## src/rtl/spi_cfg_pkg.sv

```systemverilog
package spi_cfg_pkg;

  localparam int ADDR_W = 5;
  localparam int DATA_W = 8;

  localparam int REG_CTRL     = 0;
  localparam int REG_CFG_A    = 1;
  localparam int REG_CFG_B    = 2;
  localparam int REG_FREQ_0   = 3;
  localparam int REG_PHASE_LO = 7;
  localparam int REG_PHASE_HI = 8;
  localparam int NUM_REGS     = REG_PHASE_HI + 1;

  localparam int BIT_THREE_WIRE = 7;
  localparam int BIT_SOFT_RST   = 6;
  localparam int BIT_IN_MODE    = 3;
  localparam int BIT_CODING     = 2;

  typedef struct packed {
    logic              wrEn;
    logic [ADDR_W-1:0] wrAddr;
    logic [DATA_W-1:0] wrData;
  } cfg_strobe_t;

  function automatic logic [DATA_W-1:0] regDefault(input int idx);
    return (idx == REG_CFG_B) ? DATA_W'(8'h10) : '0;
  endfunction

endpackage

```

## src/rtl/spi_cfg_ctrl.sv

```systemverilog
module spi_cfg_ctrl
  import spi_cfg_pkg::*;
#(
  parameter int SYNC_STAGES = 2
) (
  input  logic              clk,
  input  logic              rstN,
  input  logic              sclk,
  input  logic              csN,
  input  logic              sdiIn,
  input  logic              sdioIn,
  input  logic              threeWire,
  input  logic [DATA_W-1:0] rdData,
  output logic [ADDR_W-1:0] rdAddr,
  output cfg_strobe_t       strb,
  output logic              txBit,
  output logic              txActive
);

  localparam int CNT_W = $clog2(DATA_W);

  typedef enum logic [1:0] {ST_INSTR, ST_DATA, ST_DONE} ctrl_state_t;

  logic [SYNC_STAGES:0] sclkPipe, csPipe, sdiPipe, sdioPipe;
  logic sclkRise, sclkFall, csActive, dataBit;

  always_ff @(posedge clk or negedge rstN) begin
    if (!rstN) begin
      sclkPipe <= '0;
      csPipe   <= '1;
      sdiPipe  <= '0;
      sdioPipe <= '0;
    end else begin
      sclkPipe <= {sclkPipe[SYNC_STAGES-1:0], sclk};
      csPipe   <= {csPipe[SYNC_STAGES-1:0], csN};
      sdiPipe  <= {sdiPipe[SYNC_STAGES-1:0], sdiIn};
      sdioPipe <= {sdioPipe[SYNC_STAGES-1:0], sdioIn};
    end
  end

  assign sclkRise = sclkPipe[SYNC_STAGES-1] & ~sclkPipe[SYNC_STAGES];
  assign sclkFall = ~sclkPipe[SYNC_STAGES-1] & sclkPipe[SYNC_STAGES];
  assign csActive = ~csPipe[SYNC_STAGES-1];
  assign dataBit  = threeWire ? sdioPipe[SYNC_STAGES-1] : sdiPipe[SYNC_STAGES-1];

  ctrl_state_t       state;
  logic [DATA_W-2:0] rxShift;
  logic [CNT_W-1:0]  bitCnt;
  logic              isRead;
  logic [1:0]        bytesLeft;
  logic [ADDR_W-1:0] curAddr;
  logic [DATA_W-1:0] txShift;
  logic              txFresh;
  logic [DATA_W-1:0] rxByte;
  logic              byteDone;

  assign rxByte   = {rxShift, dataBit};
  assign byteDone = csActive && sclkRise && (bitCnt == CNT_W'(DATA_W - 1)) && (state != ST_DONE);
  assign rdAddr   = (state == ST_INSTR) ? rxByte[ADDR_W-1:0] : curAddr + ADDR_W'(1);

  always_ff @(posedge clk or negedge rstN) begin
    if (!rstN) begin
      state     <= ST_INSTR;
      rxShift   <= '0;
      bitCnt    <= '0;
      isRead    <= 1'b0;
      bytesLeft <= '0;
      curAddr   <= '0;
      txShift   <= '0;
      txFresh   <= 1'b0;
    end else if (!csActive) begin
      state   <= ST_INSTR;
      bitCnt  <= '0;
      isRead  <= 1'b0;
      txFresh <= 1'b0;
    end else if (sclkRise && state != ST_DONE) begin
      rxShift <= rxByte[DATA_W-2:0];
      bitCnt  <= bitCnt + CNT_W'(1);
      if (byteDone) begin
        case (state)
          ST_INSTR: begin
            isRead    <= rxByte[7];
            bytesLeft <= rxByte[6:5];
            curAddr   <= rxByte[ADDR_W-1:0];
            state     <= ST_DATA;
            if (rxByte[7]) begin
              txShift <= rdData;
              txFresh <= 1'b1;
            end
          end
          default: begin
            curAddr <= curAddr + ADDR_W'(1);
            if (bytesLeft == 2'd0) begin
              state <= ST_DONE;
            end else begin
              bytesLeft <= bytesLeft - 2'd1;
              if (isRead) begin
                txShift <= rdData;
                txFresh <= 1'b1;
              end
            end
          end
        endcase
      end
    end else if (sclkFall && state == ST_DATA && isRead) begin
      if (txFresh) txFresh <= 1'b0;
      else         txShift <= {txShift[DATA_W-2:0], 1'b0};
    end
  end

  always_comb begin
    strb.wrEn   = byteDone && (state == ST_DATA) && !isRead;
    strb.wrAddr = curAddr;
    strb.wrData = rxByte;
  end

  assign txBit    = txShift[DATA_W-1];
  assign txActive = csActive && (state == ST_DATA) && isRead;

  // one data byte yields at most one write strobe
  a_r3_single_strobe: assert property (@(posedge clk) disable iff (!rstN)
    strb.wrEn |=> !strb.wrEn);

  // a new select window always starts at a byte boundary in the instruction phase
  a_r10_fresh_start: assert property (@(posedge clk) disable iff (!rstN)
    $rose(csActive) |-> (bitCnt == '0) && (state == ST_INSTR));

endmodule

```

## src/rtl/spi_cfg_regs.sv

```systemverilog
module spi_cfg_regs
  import spi_cfg_pkg::*;
(
  input  logic              clk,
  input  logic              rstN,
  input  cfg_strobe_t       strb,
  input  logic [ADDR_W-1:0] rdAddr,
  output logic [DATA_W-1:0] rdData,
  output logic              threeWire,
  output logic              inMode,
  output logic              coding,
  output logic [31:0]       ncoFreq,
  output logic [15:0]       ncoPhase,
  output logic [7:0]        cfgA,
  output logic [7:0]        cfgB
);

  logic [DATA_W-1:0] regFile [NUM_REGS];
  logic ctrlWrite, softRst;

  assign ctrlWrite = strb.wrEn && (strb.wrAddr == ADDR_W'(REG_CTRL));
  assign softRst   = ctrlWrite && strb.wrData[BIT_SOFT_RST];

  always_ff @(posedge clk or negedge rstN) begin
    if (!rstN)          regFile[REG_CTRL] <= regDefault(REG_CTRL);
    else if (ctrlWrite) regFile[REG_CTRL] <= strb.wrData & ~(DATA_W'(1) << BIT_SOFT_RST);
  end

  for (genvar g = 1; g < NUM_REGS; g++) begin : g_reg
    always_ff @(posedge clk or negedge rstN) begin
      if (!rstN)        regFile[g] <= regDefault(g);
      else if (softRst) regFile[g] <= regDefault(g);
      else if (strb.wrEn && strb.wrAddr == ADDR_W'(g)) regFile[g] <= strb.wrData;
    end
  end

  always_comb begin
    rdData = '0;
    for (int i = 0; i < NUM_REGS; i++) begin
      if (rdAddr == ADDR_W'(i)) rdData = regFile[i];
    end
  end

  assign threeWire = regFile[REG_CTRL][BIT_THREE_WIRE];
  assign inMode    = regFile[REG_CTRL][BIT_IN_MODE];
  assign coding    = regFile[REG_CTRL][BIT_CODING];
  assign ncoFreq   = {regFile[REG_FREQ_0+3], regFile[REG_FREQ_0+2],
                      regFile[REG_FREQ_0+1], regFile[REG_FREQ_0]};
  assign ncoPhase  = {regFile[REG_PHASE_HI], regFile[REG_PHASE_LO]};
  assign cfgA      = regFile[REG_CFG_A];
  assign cfgB      = regFile[REG_CFG_B];

  // soft reset restores the datapath fields
  a_r9_soft_restore: assert property (@(posedge clk) disable iff (!rstN)
    (strb.wrEn && strb.wrAddr == ADDR_W'(REG_CTRL) && strb.wrData[BIT_SOFT_RST])
    |=> (ncoFreq == '0) && (ncoPhase == '0) && (cfgA == 8'h00) && (cfgB == 8'h10));

  // the control register keeps the bits written alongside the soft reset
  a_r9_ctrl_kept: assert property (@(posedge clk) disable iff (!rstN)
    (strb.wrEn && strb.wrAddr == ADDR_W'(REG_CTRL))
    |=> (threeWire == $past(strb.wrData[BIT_THREE_WIRE])) && (coding == $past(strb.wrData[BIT_CODING])));

  // register 03h lands in the least significant byte of the frequency word
  a_r4_freq_low_byte: assert property (@(posedge clk) disable iff (!rstN)
    (strb.wrEn && strb.wrAddr == ADDR_W'(REG_FREQ_0)) |=> ncoFreq[7:0] == $past(strb.wrData));

  // writes beyond the map leave every field alone
  a_r11_unmapped_ignored: assert property (@(posedge clk) disable iff (!rstN)
    (strb.wrEn && strb.wrAddr >= ADDR_W'(NUM_REGS))
    |=> $stable(ncoFreq) && $stable(ncoPhase) && $stable(cfgA) && $stable(cfgB));

endmodule

```

## src/rtl/spi_cfg_bank.sv

```systemverilog
module spi_cfg_bank
  import spi_cfg_pkg::*;
#(
  parameter int SYNC_STAGES = 2
) (
  input  logic        clk,
  input  logic        rstN,
  input  logic        sclk,
  input  logic        csN,
  input  logic        sdiIn,
  input  logic        sdioIn,
  output logic        sdoOut,
  output logic        sdoOe,
  output logic        sdioOut,
  output logic        sdioOe,
  output logic        inMode,
  output logic        coding,
  output logic [31:0] ncoFreq,
  output logic [15:0] ncoPhase,
  output logic [7:0]  cfgA,
  output logic [7:0]  cfgB
);

  cfg_strobe_t       strb;
  logic [ADDR_W-1:0] rdAddr;
  logic [DATA_W-1:0] rdData;
  logic threeWire, txBit, txActive;

  spi_cfg_ctrl #(.SYNC_STAGES(SYNC_STAGES)) u_ctrl (
    .clk(clk), .rstN(rstN), .sclk(sclk), .csN(csN),
    .sdiIn(sdiIn), .sdioIn(sdioIn), .threeWire(threeWire),
    .rdData(rdData), .rdAddr(rdAddr), .strb(strb),
    .txBit(txBit), .txActive(txActive)
  );

  spi_cfg_regs u_regs (
    .clk(clk), .rstN(rstN), .strb(strb), .rdAddr(rdAddr), .rdData(rdData),
    .threeWire(threeWire), .inMode(inMode), .coding(coding),
    .ncoFreq(ncoFreq), .ncoPhase(ncoPhase), .cfgA(cfgA), .cfgB(cfgB)
  );

  assign sdoOut  = txBit;
  assign sdioOut = txBit;
  assign sdoOe   = txActive & ~threeWire;
  assign sdioOe  = txActive & threeWire;

  // the two data outputs never drive at once
  a_r8_one_driver: assert property (@(posedge clk) disable iff (!rstN)
    !(sdoOe && sdioOe));

endmodule

```

## config.mk

```make
export PLATFORM = sky130hd
export DESIGN_NAME = spi_cfg_bank
export DESIGN_NICKNAME = d
export VERILOG_FILES = /design/src/rtl/spi_cfg_pkg.sv /design/src/rtl/spi_cfg_ctrl.sv /design/src/rtl/spi_cfg_regs.sv /design/src/rtl/spi_cfg_bank.sv
export SDC_FILE = /design/constraint.sdc
export NUM_CORES = 1
export LEC_CHECK = 0
export BUFFER_PORTS_ARGS = -buffer_cell sky130_fd_sc_hd__buf_4
export CORE_UTILIZATION = 50
export CTS_CLUSTER_SIZE = 30
export DETAILED_ROUTE_END_ITERATION = 10
export PLACE_DENSITY = 0.71
export SKIP_CTS_REPAIR_TIMING = 1
export SYNTH_ARGS = -nofsm -noshare
export SYNTH_HDL_FRONTEND = slang
export SYNTH_SLANG_ARGS = --single-unit
```

## constraint.sdc

```tcl
create_clock -name clk -period 3 [get_ports clk]
set_input_delay 0.75 -clock clk [delete_from_list [all_inputs] [get_ports clk]]
set_output_delay 0.75 -clock clk [all_outputs]
set_load 0.005 [all_outputs]
```

==> results.sh <==
export IMPL_rows=39
export IMPL_multiInputGateArea_mm2=0.002545
export IMPL_cts_root_buffer="clkbuf_16"
export IMPL_ys_seq_area_share_pct=45.37
export IMPL_comb_power_share_pct=15.5
export IMPL_post_synth_cell_area_avg_um2=8.880
export IMPL_wire_per_inst_um=20.79
export IMPL_yosys_area_top_type="dfrtp_1"
export IMPL_cts_sinks=109
export IMPL_net_switching_power_mw=0.9222
export IMPL_intPower_mw=2.250
export IMPL_gr_usage_met3_pct=5.770
export IMPL_gp_congestion=0.9383
export IMPL_dieArea_mm2=0.01248
export IMPL_crit_family="compound AO/OA/AOI/OAI gates"
export IMPL_slew_headroom_pct=45.38
export IMPL_clock_path_buffers=2
export IMPL_cp_slowest_stage_delay_ps=480
export IMPL_met2_usage_pct=44.31
export IMPL_path_buf_inv=1
export IMPL_port_buffers=75
export IMPL_drt_initial_drc_count=609
export IMPL_final_common_cell="buf_4"
export IMPL_ir_worst_vdd_uv=276.6
export IMPL_crit_path_cell_trace="ha_1, buf_4, and2_1, o21ai_0, o211ai_1, nor3_2, a22o_1, nor4_1, a211oi_1"
export IMPL_synth_area_mm2=0.006021
export IMPL_busiest_layer="met2"
export IMPL_period_share_pct=89.91
export IMPL_synth_edff_count=0
export IMPL_grt_pass1_vias=4951
export IMPL_die_h_um=111.7
export IMPL_viasPerCell=6.160
export IMPL_cp_max_fo=19
export IMPL_synthCells=678
export IMPL_clkTransAtPathRegs_ps=70
export IMPL_track_usage_pct=28.93
export IMPL_antenna_found_initial=0
export IMPL_drive_gt1_share_pct=22.21
export IMPL_rsz0062_at_grt="no"
export IMPL_setup_tns_ps=0
export IMPL_crit_path_top_delay_cell="dfrtp_2"
export IMPL_use_met1_pct=40.37
export IMPL_postRouteAntennaNets=0
export IMPL_endpoint_kind="register"
export IMPL_criticalPathCategory="register to register"
export IMPL_skew_ps=11.50
export IMPL_synth_warnings=0
export IMPL_fillers=1023
export IMPL_register_area_mm2=0.002733
export IMPL_violations="DRC"
export IMPL_gr_total_overflow=0
export IMPL_critPathRequiredTime_ps=3270
export IMPL_worst_endpoint_arrival_ps=2970
export IMPL_via_count=5125
export IMPL_ys_top_cells_by_area="dfrtp_1 44%, buf_4 8.2%, a21oi_1 6.5%, nand2_1 5.5%, nand3_1 4.8%"
export IMPL_clkPwrFrac_pct=35.3
export IMPL_ys_types=63
export IMPL_grt_pass1_wl_um=27520
export IMPL_insertedDiodeCount=0
export IMPL_area_growth_synth_to_final_pct=10.08
export IMPL_syn_num_nets=691
export IMPL_status="finished with violations"
export IMPL_p_per_area_mw_per_mm2=478.6
export IMPL_nets=697
export IMPL_synthArstFlopShare_pct=100.0
export IMPL_grt_max_degree=44
export IMPL_leakage_nw=2.960
export IMPL_finalSetupViolations=0
export IMPL_swShare_pct=29.07
export IMPL_drc=7
export IMPL_finalHoldViolCount=0
export IMPL_die_width_um=111.7
export IMPL_cts_tree="yes"
export IMPL_min_period_ps=2697
export IMPL_dp_hpwl_um=12330
export IMPL_synthDominantCellAreaShare_pct=44.06
export IMPL_start_util_pct=52.06
export IMPL_hold_worst_slack_ps=351.4
export IMPL_maxCapViolCount=0
export IMPL_wl_um=17300
export IMPL_cts_buffers=9
export IMPL_synthFlopType="dfrtp_1"
export IMPL_fmax_mhz=370.7
export IMPL_worst_pin_slew_ps=816.3
export IMPL_cts_max_level=3
export IMPL_hp_class="register to register"
export IMPL_io_pins=76
export IMPL_maxSlewViolCount=0
export IMPL_core_mm2=0.01156
export IMPL_layout_common_cells="108 x buf_4, 105 x dfrtp_1, 89 x nand2_1"
export IMPL_start_kind="register"
export IMPL_clock_latency_ps=360
export IMPL_firstDrtPassIters=8
export IMPL_sequentialPowerShare_pct=49.2
export IMPL_ys_ff_latch=109
through the flow:
step | cells | area, um^2 | util [%] | setup slack, ps | power, mW
after floorplan | 678 | 6021 | - | 584.5 | 1.837
after global placement | 816 | 6351 | 54.92 | 290.4 | 2.058
after detailed placement | 816 | 6351 | 54.92 | 233.1 | 2.069
after CTS | 832 | 6623 | 57.27 | 215.4 | 3.186
after global routing | 832 | 6628 | 57.31 | 97.13 | 3.290
final | 832 | 6628 | 57.31 | 302.7 | 3.172
power by group through the flow:
| stage | Clock, mW | Combinational, mW | Sequential (mW) |
|---|---|---|---|
| floorplan | 0 | 0.297 | 1.54 |
| global placement | 0 | 0.472 | 1.59 |
| detailed placement | 0 | 0.482 | 1.59 |
| CTS | 1.14 | 0.485 | 1.56 |
| global route | 1.19 | 0.531 | 1.56 |
| finish | 1.12 | 0.493 | 1.56 |
worst reg2reg max path: stages (launching register included):
cell and delay, ps:
dfrtp_2 480, ha_1 250, buf_4 210, and2_1 220, o21ai_0 310, o211ai_1 190
nor3_2 430, a22o_1 220, nor4_1 60, a211oi_1 240
flip-flops by register name, summed over array words and instances (netlist names), 2 cells and up:
name	count
u_regs.ncoFreq	32
u_regs.ncoPhase	16
u_ctrl.txShift	8
u_regs.cfgA	8
u_regs.cfgB	8
u_ctrl.rxShift	7
u_ctrl.curAddr	5
u_regs.regFile	4
u_ctrl.bitCnt	3
u_ctrl.sclkPipe	3
u_ctrl.bytesLeft	2
u_ctrl.csPipe	2
u_ctrl.sdiPipe	2
u_ctrl.sdioPipe	2
u_ctrl.state	2
metal layers:
| layer | wire length (um) | share of wire (%) |
|---|---|---|
| met1 | 7375 | 43 |
| met2 | 8040 | 46 |
| met3 | 1508 | 8.7 |
| met4 | 376 | 2.2 |
| met5 | 0 | 0 |
path summary, 6_finish.rpt:
kind | from | endpoint | slack (ps) | depth (start not counted)
max in group asynchronous | rstN | u_regs.cfgB[4] | 1850 | 2
min in group asynchronous | rstN | u_ctrl.bitCnt[0] | 380 | 1
setup reg to reg | u_ctrl.curAddr[0] | u_ctrl.txShift[1] | 300 | 9
hold / removal | u_ctrl.sclkPipe[0] | u_ctrl.sclkPipe[1] | 350 | 0
setup / recovery | u_ctrl.curAddr[0] | u_ctrl.txShift[1] | 300 | 9
hold reg to reg | u_ctrl.sclkPipe[0] | u_ctrl.sclkPipe[1] | 350 | 0
kinds of logic after synthesis:
group           count (synthesis)  synth area share [%]
simple gates                  234                 18.00
compound gates                182                 19.33
xor+xnor                        3                0.5612
fa+ha+maj                       7                 1.455
mux                            15                 2.681
flops                         109                 45.37
buf+inv                       128                 12.61
cell usage after synthesis, types with 6 or more instances:
cell type	number
a21oi_1	78
buf_2	19
buf_4	66
clkbuf_1	29
dfrtp_1	106
ha_1	7
inv_1	13
mux2_2	9
mux2i_1	6
nand2_1	89
nand3_1	58
nor2_1	44
o211ai_1	6
o21ai_0	27
o31ai_1	11
layout make-up:
cell class,count,area share [%]
tap,143,2.700
inverter,13,0.7363
multi-input combinational,441,38.40
clock buffer,13,3.776
timing repair buffer,110,12.84
clock inverter,3,0.3209
sequential,109,41.23
Note: power is estimated with default switching activity, not from simulation.
